**src/rtl/clkout_pkg.sv**
```systemverilog
package clkout_pkg;

  typedef enum logic [2:0] {
    SRC_LOW      = 3'd0,
    SRC_SQ_1     = 3'd1,
    SRC_SQ_32    = 3'd2,
    SRC_SQ_64    = 3'd3,
    SRC_SQ_512   = 3'd4,
    SRC_ALM_TOG  = 3'd5,
    SRC_ALM_COPY = 3'd6,
    SRC_PULSE    = 3'd7
  } src_e;

  localparam int BASE_LOG2 = 16;
  localparam int NUM_SQ    = 4;

  // log2 of the high time in ticks at a 2^16 Hz tick rate
  function automatic int hi_shift(input logic [2:0] code);
    case (code)
      3'd0:    return 11;
      3'd1:    return 10;
      3'd2:    return 8;
      3'd3:    return 6;
      3'd4:    return 5;
      3'd5:    return 3;
      3'd6:    return 1;
      default: return 0;
    endcase
  endfunction

endpackage

```
**src/rtl/clkout_timebase.sv**
```systemverilog
module clkout_timebase #(
  parameter int TICK_LOG2 = 16
) (
  input  logic                             clk,
  input  logic                             rst,
  input  logic                             tick,
  output logic [clkout_pkg::NUM_SQ-1:0]    sq
);
  logic [TICK_LOG2-1:0] phase_q;

  always_ff @(posedge clk) begin
    if (rst)       phase_q <= '0;
    else if (tick) phase_q <= phase_q + 1'b1;
  end

  // bit n toggles every 2^n ticks, so the wave period is 2^(n+1) ticks
  assign sq[0] = phase_q[TICK_LOG2-1];
  assign sq[1] = phase_q[TICK_LOG2-6];
  assign sq[2] = phase_q[TICK_LOG2-7];
  assign sq[3] = phase_q[TICK_LOG2-10];
endmodule

```
**src/rtl/clkout_alarm_track.sv**
```systemverilog
module clkout_alarm_track (
  input  logic clk,
  input  logic rst,
  input  logic alarm,
  output logic tog
);
  logic alarm_d;

  always_ff @(posedge clk) begin
    if (rst) begin
      alarm_d <= 1'b0;
      tog     <= 1'b0;
    end else begin
      alarm_d <= alarm;
      if (alarm && !alarm_d) tog <= ~tog;
    end
  end
endmodule

```
**src/rtl/clkout_pulse.sv**
```systemverilog
module clkout_pulse #(
  parameter int TICK_LOG2 = 16
) (
  input  logic       clk,
  input  logic       rst,
  input  logic       tick,
  input  logic [2:0] sel,
  input  logic [2:0] hi_code,
  input  logic [1:0] per_code,
  output logic       level
);
  localparam int BIAS = TICK_LOG2 - clkout_pkg::BASE_LOG2;

  logic [TICK_LOG2-1:0] cnt_q;
  logic [TICK_LOG2-1:0] high_ticks;
  logic [TICK_LOG2-1:0] wrap_mask;
  logic [2:0]           sel_d;
  logic                 restart;

  always_comb begin
    high_ticks = TICK_LOG2'(1) << (clkout_pkg::hi_shift(hi_code) + BIAS);
    wrap_mask  = {TICK_LOG2{1'b1}} >> per_code;
    restart    = (sel != sel_d);
    level      = restart || (cnt_q < high_ticks);
  end

  always_ff @(posedge clk) begin
    if (rst) begin
      cnt_q <= '0;
      sel_d <= '0;
    end else begin
      sel_d <= sel;
      if (restart)   cnt_q <= '0;
      else if (tick) cnt_q <= (cnt_q + 1'b1) & wrap_mask;
    end
  end
endmodule

```
**src/rtl/clkout_gen.sv**
```systemverilog
module clkout_gen #(
  parameter int TICK_LOG2 = 16
) (
  input  logic       clk,
  input  logic       rst,
  input  logic       tick,
  input  logic       alarm,
  input  logic [2:0] sel0,
  input  logic [2:0] sel1,
  input  logic [2:0] hi_code,
  input  logic [1:0] per_code,
  output logic       out0,
  output logic       out1
);
  import clkout_pkg::*;

  localparam int NPIN = 2;

  logic [NUM_SQ-1:0] sq;
  logic              tog;
  logic [2:0]        sel_a   [NPIN];
  logic [NPIN-1:0]   pulse_lv;
  logic [NPIN-1:0]   out_q;

  assign sel_a[0] = sel0;
  assign sel_a[1] = sel1;

  clkout_timebase #(.TICK_LOG2(TICK_LOG2)) tb_i (
    .clk(clk), .rst(rst), .tick(tick), .sq(sq)
  );

  clkout_alarm_track alm_i (
    .clk(clk), .rst(rst), .alarm(alarm), .tog(tog)
  );

  for (genvar i = 0; i < NPIN; i++) begin : g_pin
    logic nxt;

    clkout_pulse #(.TICK_LOG2(TICK_LOG2)) pulse_i (
      .clk(clk), .rst(rst), .tick(tick), .sel(sel_a[i]),
      .hi_code(hi_code), .per_code(per_code), .level(pulse_lv[i])
    );

    always_comb begin
      case (src_e'(sel_a[i]))
        SRC_SQ_1:     nxt = sq[0];
        SRC_SQ_32:    nxt = sq[1];
        SRC_SQ_64:    nxt = sq[2];
        SRC_SQ_512:   nxt = sq[3];
        SRC_ALM_TOG:  nxt = tog;
        SRC_ALM_COPY: nxt = alarm;
        SRC_PULSE:    nxt = pulse_lv[i];
        default:      nxt = 1'b0;
      endcase
    end

    always_ff @(posedge clk) begin
      if (rst) out_q[i] <= 1'b0;
      else     out_q[i] <= nxt;
    end
  end

  assign out0 = out_q[0];
  assign out1 = out_q[1];
endmodule

```
**config.mk**
```make
export PLATFORM = sky130hd
export DESIGN_NAME = clkout_gen
export DESIGN_NICKNAME = d
export VERILOG_FILES = /design/src/rtl/clkout_pkg.sv /design/src/rtl/clkout_timebase.sv /design/src/rtl/clkout_alarm_track.sv /design/src/rtl/clkout_pulse.sv /design/src/rtl/clkout_gen.sv
export SDC_FILE = /design/constraint.sdc
export NUM_CORES = 1
export LEC_CHECK = 0
export BUFFER_PORTS_ARGS = -buffer_cell sky130_fd_sc_hd__buf_4
export CELL_PAD_IN_SITES_DETAIL_PLACEMENT = 1
export CELL_PAD_IN_SITES_GLOBAL_PLACEMENT = 1
export CORE_MARGIN = 4
export CORE_UTILIZATION = 35
export CTS_CLUSTER_DIAMETER = 30
export DETAILED_ROUTE_END_ITERATION = 10
export PLACE_DENSITY_LB_ADDON = 0.1
export SYNTH_ARGS = -nofsm -noshare
export SYNTH_HDL_FRONTEND = slang
export SYNTH_SLANG_ARGS = --single-unit
```
**constraint.sdc**
```tcl
create_clock -name clk -period 4.8 [get_ports clk]
set_clock_uncertainty 0.05 [all_clocks]
set_input_delay 0.96 -clock clk [delete_from_list [all_inputs] [get_ports clk]]
set_output_delay 0.96 -clock clk [all_outputs]
set_load 0.02 [all_outputs]
```
==> run metrics <==
status=finished, final reports clean; Post-Syn Area=about 0.0031 mm²; Area Growth Syn to Fin=15.2%; routed vias/inst=just over 5; First-pass DRT Iterations=4; r2r setup slk=2.53 ns; fin crit share=a little over three fifths; Fmax achieved=329 MHz; Cell Pwr Density=roughly 310 mW/mm²; ANT cells=0; Worst-path clk slew=0.07 ns; CP arrival=between 3 and 4 ns; share of layout cells above drive strength 1=a little under an eighth; Yosys warnings=0; FF-to-FF End=out1$_SDFF_PP0_; RD Place Congestion=0.738; total power=between 1 and 1.5 mW; # setup viols final=0; RSZ-0062 raised after global routing=false; Initial Utilization=36.0%; worst hold start=tb_i.phase_q[7]$_SDFFE_PP0P_; start of the worst register-to-register path=g_pin[1].pulse_i.cnt_q[7]$_SDFFE_PP0P_; via count=between 2000 and 3000; most common cell after layout, fill and taps aside=dfxtp_1; postcts setup bufs=0; Final Cell Area=approximately 0.0036 mm²; crit path kind=in -> reg; Die X=about 100 µm; dpl cell area=0.00337 mm²; die height=around 100 µm; Hold Buf Count CTS=0; WL met3=between 150 and 200 µm; Mean Syn Cell Area=approximately 8.7 µm²; PortBufs=16; wire per inst=around 14 µm; Max Used Layer=met4; vias in the first global route=approximately 2500; Hold Path Sink=tb_i.phase_q[7]$_SDFFE_PP0P_; DRT met1 WL=around 3600 µm; Num CTS Buffers=9; Inst Count DP=around 480; antenna violations before repair=0; Cell Rows=34; nets=roughly 420; die area=0.0106 mm²; max-slew violations=0; Min-Delay Path Depth=2; Worst Setup Start Kind=input pin; Slew Limit Headroom=between 40% and 50%; clk buf depth=2; grt total ovfl=0; Core Area=between 0.008 and 0.009 mm²; wire length of the first global-routing pass=11700 µm; Top Ports=17; Max Cap Viol=0; final cell count without fillers=just under 500; WP data required=5.00 ns; Clock Latency Late Sink=0.34 ns; routed length on met2=2920 µm; Async S/R FF share, synth=0%; Detailed Place HPWL=5130 µm; Reg2Reg Depth=6; DRT iter0 DRCs=52; Final TNS setup=0 ns; CTS Root Cell=clkbuf_8; Main synth FF type=dfxtp_1; worst slew pin tran=0.783 ns; Synth Register Bits=a little under 60; final wirelength=slightly below 7000 µm; clock sinks=slightly below 60; Final Hold Viols=0; Hold WC Path Type=reg -> reg; commonest non-fill, non-tap cells in the layout=dfxtp_1, nor2_1, nand2_1; ANT nets after route=0; VDD IR max=between 100 and 150 µV; sequential area share after synthesis=37.0%; Tmin final=slightly above 3 ns; gr usage total=approximately 14%; Syn Inst Count=360; cts repair resizes=0; Crit. End Element=register; Post-synth EDFFs=0; Leakage=~1.4 nW; drt drc=0; number of distinct library cells after synthesis=47; CTS tree=done; H-Tree Depth=3; CP max FO=9; largest net degree at the start of global routing=29
where the power goes:
| part | total (mW) | leakage, nW | switching [mW] | internal [mW] |
|---|---|---|---|---|
| registers | 0.494 | 0.470 | 0.00549 | 0.489 |
| logic | 0.0703 | 0.759 | 0.0401 | 0.0302 |
| clock network | 0.571 | 0.129 | 0.199 | 0.371 |
cell usage after synthesis (all sizes together) (2+ instances only):
cell type,n,area (µm²)
o21ai,13,65.1
and4,7,66.3
or3b,2,17.5
nor4,3,25.0
a211oi,4,30.0
buf,4,21.3
o2111ai,2,17.5
nor2,49,184
and3,3,18.8
nand2,32,123
xnor2,17,149
nor3,11,55.1
a21oi,15,75.1
mux2,3,33.8
mux2i,4,40.0
dfxtp,58,1160
inv,6,22.5
o221ai,2,17.5
or3,8,50.1
clkbuf,9,35.0
a221oi,2,23.8
nand4,11,81.3
and4b,2,20.0
nand3,13,65.1
nand2b,2,12.5
ha,25,313
nand3b,3,22.5
nor2b,11,68.8
xor2,29,254
sequential cells by signal, indices dropped and copies added, names as in the netlist:
name	cells
g_pin.pulse_i.cnt_q	32
tb_i.phase_q	16
g_pin.pulse_i.sel_d	6
alm_i.alarm_d	1
alm_i.tog	1
out0	1
out1	1
kinds of logic (layout without fill, tap and decap cells):
| kind of cell | count (synthesis) | after routing | share of synthesized area (%) |
|---|---|---|---|
| xor gates and xnor gates | 46 | 46 | 12.8 |
| and+or+nand+nor | 159 | 159 | 26.2 |
| DFF | 58 | 58 | 37.0 |
| other | 1 | 8 | 0.119 |
| buffers and inverters | 19 | 38 | 2.51 |
| adders and majority gates | 25 | 25 | 9.96 |
| muxes | 7 | 7 | 2.35 |
| AOI/OAI and AO/OA | 45 | 45 | 9.04 |
layer usage:
| layer | vias up | track usage [%] |
|---|---|---|
| met1 | 1184 | 19.4 |
| li1 | 1292 | - |
| met3 | 13 | 2.77 |
| met2 | 22 | 21.6 |
| met5 | - | 0 |
| met4 | 0 | 6.46 |
layout make-up:
class / instances / area (µm²)
multi-input combinational: 290 / 1930
tap: 108 / 135
sequential: 58 / 1160
fill: 1036 / 5100
clock inverter: 5 / 100
timing repair buffer: 16 / 120
inverter: 6 / 22.5
clock buffer: 11 / 151
stage by stage:
step	hold slack (ns)	setup WS [ns]	utilization, %
detailed placement	0.446	1.46	38.6
CTS	0.456	1.67	41.5
global placement	0.434	1.55	38.6
floorplan	0.417	2.05	-
finish	0.452	1.76	41.5
global route	0.500	1.59	41.5
critical path, stage by stage:
cell and delay [ns]:
buf_4 0.14, or3b_2 0.49, ha_1 0.29, nand3_1 0.11, nor2_1 0.06, a2111oi_0 0.73
o2111ai_1 0.21, a211oi_1 0.25
worst max path at each step:
stage	startpoint	to	slack [ns]	depth (start not counted)
6_report	hi_code[1]	out1$_SDFF_PP0_	1.76	8
4_1_cts	hi_code[1]	out1$_SDFF_PP0_	1.67	8
5_1_grt	hi_code[1]	out1$_SDFF_PP0_	1.59	8
2_1_floorplan	hi_code[1]	out0$_SDFF_PP0_	2.05	7
3_3_place_gp	hi_code[1]	out1$_SDFF_PP0_	1.55	8
3_5_place_dp	hi_code[1]	out1$_SDFF_PP0_	1.46	8
Note: power is estimated with default switching activity, not from simulation.
